### src/rtl/opr_pkg.sv
`timescale 1ns/1ps
package opr_pkg;
  typedef enum logic [1:0] {
    VAR_EARLY  = 2'd0,
    VAR_ANDROT = 2'd1,
    VAR_NOPROT = 2'd2,
    VAR_TRIPLE = 2'd3
  } variant_e;

  localparam int UOP_W = 8;

  // field order matches the decoder's bit positions 7..0
  typedef struct packed {
    logic cla;
    logic cll;
    logic cma;
    logic cml;
    logic rar;
    logic ral;
    logic dbl;
    logic iac;
  } uop_t;

  function automatic logic has_swap(variant_e v);
    return (v == VAR_NOPROT) || (v == VAR_TRIPLE);
  endfunction
endpackage

### src/rtl/opr_prep.sv
`timescale 1ns/1ps
module opr_prep #(
  parameter int DW = 12
) (
  input  logic          cla_i,
  input  logic          cll_i,
  input  logic          cma_i,
  input  logic          cml_i,
  input  logic          iac_i,
  input  logic [DW-1:0] ac_i,
  input  logic          link_i,
  output logic [DW-1:0] clr_ac_o,
  output logic          clr_link_o,
  output logic [DW-1:0] mod_ac_o,
  output logic          mod_link_o
);
  logic [DW-1:0] cmp_ac;
  logic          cmp_link;
  logic [DW:0]   sum;

  always_comb begin
    clr_ac_o   = cla_i ? '0 : ac_i;
    clr_link_o = cll_i ? 1'b0 : link_i;
    cmp_ac     = cma_i ? ~clr_ac_o : clr_ac_o;
    cmp_link   = cml_i ? ~clr_link_o : clr_link_o;
    sum        = {1'b0, cmp_ac} + {{DW{1'b0}}, iac_i};
    mod_ac_o   = sum[DW-1:0];
    mod_link_o = cmp_link ^ sum[DW];
  end
endmodule

### src/rtl/opr_rotate.sv
`timescale 1ns/1ps
module opr_rotate #(
  parameter int                DW      = 12,
  parameter opr_pkg::variant_e VARIANT = opr_pkg::VAR_TRIPLE
) (
  input  logic          ral_i,
  input  logic          rar_i,
  input  logic          dbl_i,
  input  logic [DW-1:0] ac_i,
  input  logic          link_i,
  output logic [DW-1:0] ac_o,
  output logic          link_o
);
  localparam int W  = DW + 1;
  localparam int HW = DW / 2;

  logic [W-1:0] x, rl1, rl2, rl3, rr1, rr2, both_v, swap_v, res;

  assign x   = {link_i, ac_i};
  assign rl1 = {x[W-2:0], x[W-1]};
  assign rl2 = {x[W-3:0], x[W-1:W-2]};
  assign rl3 = {x[W-4:0], x[W-1:W-3]};
  assign rr1 = {x[0], x[W-1:1]};
  assign rr2 = {x[1:0], x[W-1:2]};

  generate
    if (VARIANT == opr_pkg::VAR_ANDROT) begin : g_both_and
      assign both_v = dbl_i ? (rl2 & rr2) : (rl1 & rr1);
    end else if (VARIANT == opr_pkg::VAR_TRIPLE) begin : g_both_r3
      assign both_v = dbl_i ? x : rl3;
    end else begin : g_both_nop
      assign both_v = x;
    end

    if (opr_pkg::has_swap(VARIANT)) begin : g_swap
      assign swap_v = {x[W-1], x[HW-1:0], x[DW-1:HW]};
    end else begin : g_noswap
      assign swap_v = x;
    end
  endgenerate

  always_comb begin
    unique case ({ral_i, rar_i})
      2'b10:   res = dbl_i ? rl2 : rl1;
      2'b01:   res = dbl_i ? rr2 : rr1;
      2'b11:   res = both_v;
      default: res = dbl_i ? swap_v : x;
    endcase
  end

  assign ac_o   = res[DW-1:0];
  assign link_o = res[W-1];
endmodule

### src/rtl/opr_unit.sv
`timescale 1ns/1ps
module opr_unit #(
  parameter int                DW      = 12,
  parameter opr_pkg::variant_e VARIANT = opr_pkg::VAR_TRIPLE
) (
  input  logic                     clk_i,
  input  logic                     rst_ni,
  input  logic                     valid_i,
  input  logic [opr_pkg::UOP_W-1:0] uop_i,
  input  logic [DW-1:0]            ac_i,
  input  logic                     link_i,
  output logic                     valid_o,
  output logic [DW-1:0]            ac_o,
  output logic                     link_o
);
  localparam bit EARLY = (VARIANT == opr_pkg::VAR_EARLY);

  opr_pkg::uop_t u;
  logic [DW-1:0] clr_ac, mod_ac, src_ac, rot_ac, fin_ac;
  logic          clr_lk, mod_lk, src_lk, rot_lk, fin_lk;
  logic          any_rot;

  assign u       = opr_pkg::uop_t'(uop_i);
  assign any_rot = u.ral | u.rar;

  opr_prep #(.DW(DW)) u_prep (
    .cla_i      (u.cla),
    .cll_i      (u.cll),
    .cma_i      (u.cma),
    .cml_i      (u.cml),
    .iac_i      (u.iac),
    .ac_i       (ac_i),
    .link_i     (link_i),
    .clr_ac_o   (clr_ac),
    .clr_link_o (clr_lk),
    .mod_ac_o   (mod_ac),
    .mod_link_o (mod_lk)
  );

  // earliest variant rotates the merely-cleared value
  assign src_ac = EARLY ? clr_ac : mod_ac;
  assign src_lk = EARLY ? clr_lk : mod_lk;

  opr_rotate #(.DW(DW), .VARIANT(VARIANT)) u_rot (
    .ral_i  (u.ral),
    .rar_i  (u.rar),
    .dbl_i  (u.dbl),
    .ac_i   (src_ac),
    .link_i (src_lk),
    .ac_o   (rot_ac),
    .link_o (rot_lk)
  );

  assign fin_ac = (EARLY && !any_rot) ? mod_ac : rot_ac;
  assign fin_lk = (EARLY && !any_rot) ? mod_lk : rot_lk;

  always_ff @(posedge clk_i or negedge rst_ni) begin
    if (!rst_ni) begin
      valid_o <= 1'b0;
      ac_o    <= '0;
      link_o  <= 1'b0;
    end else begin
      valid_o <= valid_i;
      if (valid_i) begin
        ac_o   <= fin_ac;
        link_o <= fin_lk;
      end
    end
  end
endmodule

### config.mk
export PLATFORM = sky130hd
export DESIGN_NAME = opr_unit
export DESIGN_NICKNAME = d
export VERILOG_FILES = /design/src/rtl/opr_pkg.sv /design/src/rtl/opr_prep.sv /design/src/rtl/opr_rotate.sv /design/src/rtl/opr_unit.sv
export SDC_FILE = /design/constraint.sdc
export NUM_CORES = 1
export LEC_CHECK = 0
export CORE_ASPECT_RATIO = 0.9
export CORE_MARGIN = 8
export CORE_UTILIZATION = 40
export DETAILED_ROUTE_END_ITERATION = 6
export MAX_ROUTING_LAYER = met4
export PLACE_DENSITY = 0.7
export SLEW_MARGIN = 30
export SYNTH_ARGS = -nofsm -noshare
export SYNTH_HDL_FRONTEND = slang
export SYNTH_SLANG_ARGS = --single-unit
### constraint.sdc
create_clock -name clk_i -period 0.9 [get_ports clk_i]
set_input_delay 0.09 -clock clk_i [delete_from_list [all_inputs] [get_ports clk_i]]
set_output_delay 0.09 -clock clk_i [all_outputs]
set_load 0.02 [all_outputs]
Yosys cells after proc, flatten, opt, wreduce, memory -nomap -nowiden
Cells that the tools add are included.
{"block": "classes", "muxes": 9, "n_eq_ne": 3, "addsub": 1, "bitwise_logic": 3}
{"cell": "two-way mux 13 bit", "count": 3}
{"cell": "case mux 13 bit (3 select lines)", "count": 1}
{"cell": "two-way mux 12 bit", "count": 3}
{"cell": "adder 12 x 1 -> 13 bit", "count": 1}
{"cell": "NOT 12 bit", "count": 1}
{"cell": "== test 2 bit, second input constant", "count": 2}
{"cell": "== test 2 x 1 -> 1 bit, second input constant", "count": 1}
{"cell": "two-way mux 1 bit", "count": 2}
{"cell": "NOT 1 bit", "count": 1}
{"cell": "XOR 1 bit", "count": 1}
{"block": "totals", "elab_cells": 19, "ff_bits": 14}

Longest topological paths before layout
Gate-level depths: netlist of the first run.
{"block": "depth", "word_depth": 7, "ltp_mapped": 14, "depth_no_buf": 11}

Hierarchy
Synthesis of the first run repeated with hierarchy kept, for this count alone.
{"block": "unflattened", "cells_unflattened": 239, "area_unflattened_um2": 2309.7}
{"mod": "opr_rotate", "area_each_um2": 933.4, "instances": 1, "seq_area_each_um2": 0.0, "cells_per_inst": 82}
{"mod": "opr_prep", "area_each_um2": 830.8, "instances": 1, "seq_area_each_um2": 0.0, "cells_per_inst": 129}
{"mod": "opr_unit", "area_each_um2": 545.5, "instances": 1, "seq_area_each_um2": 350.3, "cells_per_inst": 28}

Worst setup path before layout of the first run
No wires, ideal clock.
{"block": "synth_path", "kind": "input-to-reg", "start": "input uop_i[7] (netlist bit)", "end": "register ac_o[5]", "path_stages": 13, "setup_slack_ns": -1.768, "t_arrival_ns": 2.549, "path_cell_list": "buf_6 buf_2 nor2b_1 xnor2_1 ha_1 ha_1 clkbuf_1 a311oi_1 a31o_1 a21oi_2 nand2_1 a311o_1 a31o_1"}
{"block": "synth_between", "elab_chain_cells": 6, "elab_cells_between_ends": 9, "classes_between": "add/sub (1); mux (7); bitwise (1)"}
{"element": "from (decl)", "line_no": "opr_unit.sv:9", "text": "input logic [opr_pkg::UOP_W-1:0] uop_i,"}
{"element": "two-way mux 12 bit *", "line_no": "opr_prep.sv:22", "text": "clr_ac_o = cla_i ? '0 : ac_i;"}
{"element": "NOT 12 bit", "line_no": "opr_prep.sv:24", "text": "cmp_ac = cma_i ? ~clr_ac_o : clr_ac_o;"}
{"element": "two-way mux 12 bit *", "line_no": "opr_prep.sv:24"}
{"element": "adder 12 x 1 -> 13 bit *", "line_no": "opr_prep.sv:26", "text": "sum = {1'b0, cmp_ac} + {{DW{1'b0}}, iac_i};"}
{"element": "two-way mux 12 bit, or another cell as far along", "line_no": "opr_rotate.sv:47", "text": "default: res = dbl_i ? swap_v : x;"}
{"element": "case mux 13 bit (3 select lines) *", "line_no": "opr_rotate.sv:43", "text": "unique case ({ral_i, rar_i})"}
{"element": "to (signal assigned)", "line_no": "opr_unit.sv:65", "text": "ac_o <= fin_ac;"}
{"element": "to (decl)", "line_no": "opr_unit.sv:13", "text": "output logic [DW-1:0] ac_o,"}
Every way passes the cells marked *; elsewhere a longest branch is shown, timed or not.
A chain may end at the register's enable or synchronous reset.

Final worst setup path of the first run
{"block": "layout_path", "start": "input ac_i[0]", "end": "register ac_o[8]"}
{"block": "layout_between", "elab_chain_cells": 6, "elab_cells_between_ends": 9, "classes_between": "add/sub (1); mux (7); bitwise (1)"}
{"element": "from (decl)", "line_no": "opr_unit.sv:10", "text": "input logic [DW-1:0] ac_i,"}
{"element": "two-way mux 12 bit *", "line_no": "opr_prep.sv:22"}
{"element": "NOT 12 bit", "line_no": "opr_prep.sv:24"}
{"element": "two-way mux 12 bit *", "line_no": "opr_prep.sv:24"}
{"element": "adder 12 x 1 -> 13 bit *", "line_no": "opr_prep.sv:26"}
{"element": "two-way mux 12 bit, or another cell as far along", "line_no": "opr_rotate.sv:47"}
{"element": "case mux 13 bit (3 select lines) *", "line_no": "opr_rotate.sv:43"}
Marks and branches as above.

==> impl_metrics.yaml, run 1 <==
outcome:
  violations: "setup timing"
  status: "complete, but fails checks"
drt:
  first_pass_iters: 5
  drtAntennaViolNets: 0
  routedWlPerCell_um: 18.8
  remaining_drc_errors: 0
  drtIter0Drc: 310
  vias: 2705
  routed_wl_mm: 8.58
  vias_per_cell: 5.92
critical_path:
  crit_fanout: 6
  arrival_ps: 2200
  path_class: "in2reg"
  cp.required_ps: 1070
  cp-start-kind: "primary input"
  worst_setup_path_end_kind: "flop"
global_routing:
  grt_max_degree: 20
  grt_pass1_vias: 2774
  grt_antenna_before_repair: 0
  grt_first_pass_wirelength_mm: 13.9
  grt.overflow.total: 0
  grt_usage_pct: 22.8
yosys:
  seq_area_frac_synth_pct: 17.6
  synthCells: 261
  syn_avg_cell_area_um2: 7.64
  synth_edf_count: 0
  synth_cell_types: 63
  ys.flop_type: "dfrtp_1"
  async_reset_ff_share_pct: 100
  ys_seq_elements: 14
  yosys_warnings: 0
  synth_nets: 287
  netlist_area_mm2: 0.00199
pwr:
  switching_share_pct: 39.7
  internal-power_uw: 2190
  finalPower_uw: 3630
  switchingPower_uw: 1440
  p_clk_share_pct: 14.7
  pwr-share-seq_pct: 21.6
  ir_drop_mv: 0.543
  power_frac_comb_pct: 63.7
  power_density_mw_per_mm2: 1010
  p_leak_uw: 0.00150
clock_network:
  clk_latency_ps: 250
  cts_buffers: 3
  clock-sinks: 14
  cts_tree: "done"
  cts_root_buf: "clkbuf_8"
  clk_path_buf_depth: 2
  cts_max_level: 1
  clk_pin_slew_ps: 60
worst_hold_path:
  min_path_type: "in2async"
sta:
  finalSetupViolCount: 13
  fmax_ghz: 0.493
  fin_crit_ps: 2030
  worst_slack_ps: -1130
  rsz0062_at_grt: "yes"
  slew_violations: 0
  clock_skew_ps: 0
  whs_ps: 150
  finalHoldViolCount: 0
  worst_slew_pin_slew_ps: 496
  slew_headroom_pct: 66.7
  fin_crit_sh_pct: 225
placement:
  place_ws_ps: -1900
  portBuffers: 37
  place_inst: 435
  hpwl_mm: 6.03
  gp_congestion: 0.968
die:
  num_rows: 24
  fp.dieH_um: 83.0
  die_x_um: 90.4
  die-area_mm2: 0.00750
  start_util_pct: 41.2
  core_region_area_mm2: 0.00483
  ios: 38
layout:
  fill_cells: 342
  area_growth_pct: 81.0
  postLayoutCoreUtil_pct: 74.6
  final_cells: 457
  drive_gt1_share_pct: 51.3
  n_antenna_cell: 0
  finalNetCount: 420
flow_run:
  maxCapViolCount: 0
[cells in the mapped netlist, drive strengths merged, types with 6 or more instances]
| library cell | instances | share of area (%) |
|---|---|---|
| inv | 6 | 1.1 |
| nand2b | 6 | 2.3 |
| dfrtp | 14 | 18 |
| nand2 | 28 | 5.3 |
| o21ai | 12 | 3.0 |
| a21oi | 15 | 4.1 |
| nor2b | 14 | 4.4 |
| xnor2 | 14 | 6.5 |
| clkbuf | 10 | 1.9 |
| a211oi | 9 | 3.4 |
| nand3 | 11 | 3.0 |
| nor2 | 28 | 5.3 |
| a31oi | 12 | 3.8 |
| buf | 7 | 2.5 |
[layout by cell type, fill, tap and decap left out, types with 10 or more instances in the layout]
| master | instances |
|---|---|
| nor2_1 | 27 |
| a31oi_1 | 10 |
| dfrtp_1 | 14 |
| buf_6 | 18 |
| a21oi_1 | 10 |
| nor2b_1 | 11 |
| nand2_1 | 24 |
| buf_4 | 96 |
[what timing repair did]
| action | CTS | global route |
|---|---|---|
| buffers inserted | 14 | 5 |
| resized for setup | 153 | 29 |
| gates cloned | 1 | 0 |
| hold buffers | 0 | 0 |
| endpoints found under the hold margin | 0 | 0 |
| pin swaps | 50 | 23 |
| setup endpoints to repair | 27 | 22 |
[worst max-delay path, cell delays in order]
cell and delay [ps]:
buf_6 90, nor2b_4 120, xnor2_2 150, ha_4 200, ha_4 190, buf_4 140
a311oi_2 250, a31o_1 150, a21oi_2 70, mux4_2 470, nand2b_4 160, a41oi_2 110
[logic make-up (layout without fill, tap and decap cells)]
kind of cell / after synthesis / count (layout) / share of synthesized area [%]
AOI/OAI and AO/OA: 87 / 87 / 33.6
xor gates and xnor gates: 18 / 18 / 8.66
adders and majority gates: 2 / 2 / 1.26
buffers and inverters: 24 / 155 / 5.71
DFF: 14 / 14 / 17.6
muxes: 6 / 6 / 4.33
and+or+nand+nor: 110 / 110 / 28.8
[registers in the layout, summed over array words and instances, names as in the netlist]
| signal | cells |
|---|---|
| ac_o | 12 |
| link_o | 1 |
| valid_o | 1 |
[power groups by stage]
stage	clock network, µW	logic (µW)	registers, µW
after floorplan	0	849	900
after global placement	0	1930	778
after detailed placement	0	1930	785
after CTS	553	2110	769
after global routing	591	2450	797
final	532	2310	784
[metal layers]
layer	part of all wire, %	wire (µm)	vias up	GRT usage (%)
met5	0	0	-	-
met4	1.8	157	0	6.34
met3	8.6	736	20	4.32
met2	47	4050	164	36.4
met1	42	3630	1279	28.7
li1	-	-	1242	-
[area by class of cell]
type / count / area, µm² / share of cell area [%]
clock buffers: 3 / 41.3 / 1.14
repair buffers: 145 / 1220 / 34.0
well taps: 65 / 81.3 / 2.25
inverters: 7 / 28.8 / 0.798
multi-input cells: 223 / 1880 / 52.1
flip-flops and latches: 14 / 350 / 9.71
[final timing paths]
path | start | end | slack (ps) | depth (start not counted)
max in group asynchronous | rst_ni | ac_o[11] | 580 | 2
max reg2reg | ac_o[0] | ac_o[0] | 30 | 3
max | ac_i[0] | ac_o[8] | -1130 | 12
min reg2reg | ac_o[3] | ac_o[3] | 550 | 2
min in group clk_i | ac_o[3] | ac_o[3] | 550 | 2
min | rst_ni | ac_o[3] | 150 | 2
[through the flow]
stage / TNS, ps / area [µm²]
finish: -13710 / 3610
global route: -14430 / 3610
CTS: -12900 / 3470
detailed placement: -25010 / 3080
global placement: -23960 / 3080
floorplan: -16640 / 2040
(Power assumes the default switching activity.)
==> inputs of run 2 (changes only) <==
- CTS_CLUSTER_SIZE: default -> 25
==> results of run 2 <==
Same layout as run 1: the final DEF is identical, and so are final timing and power.
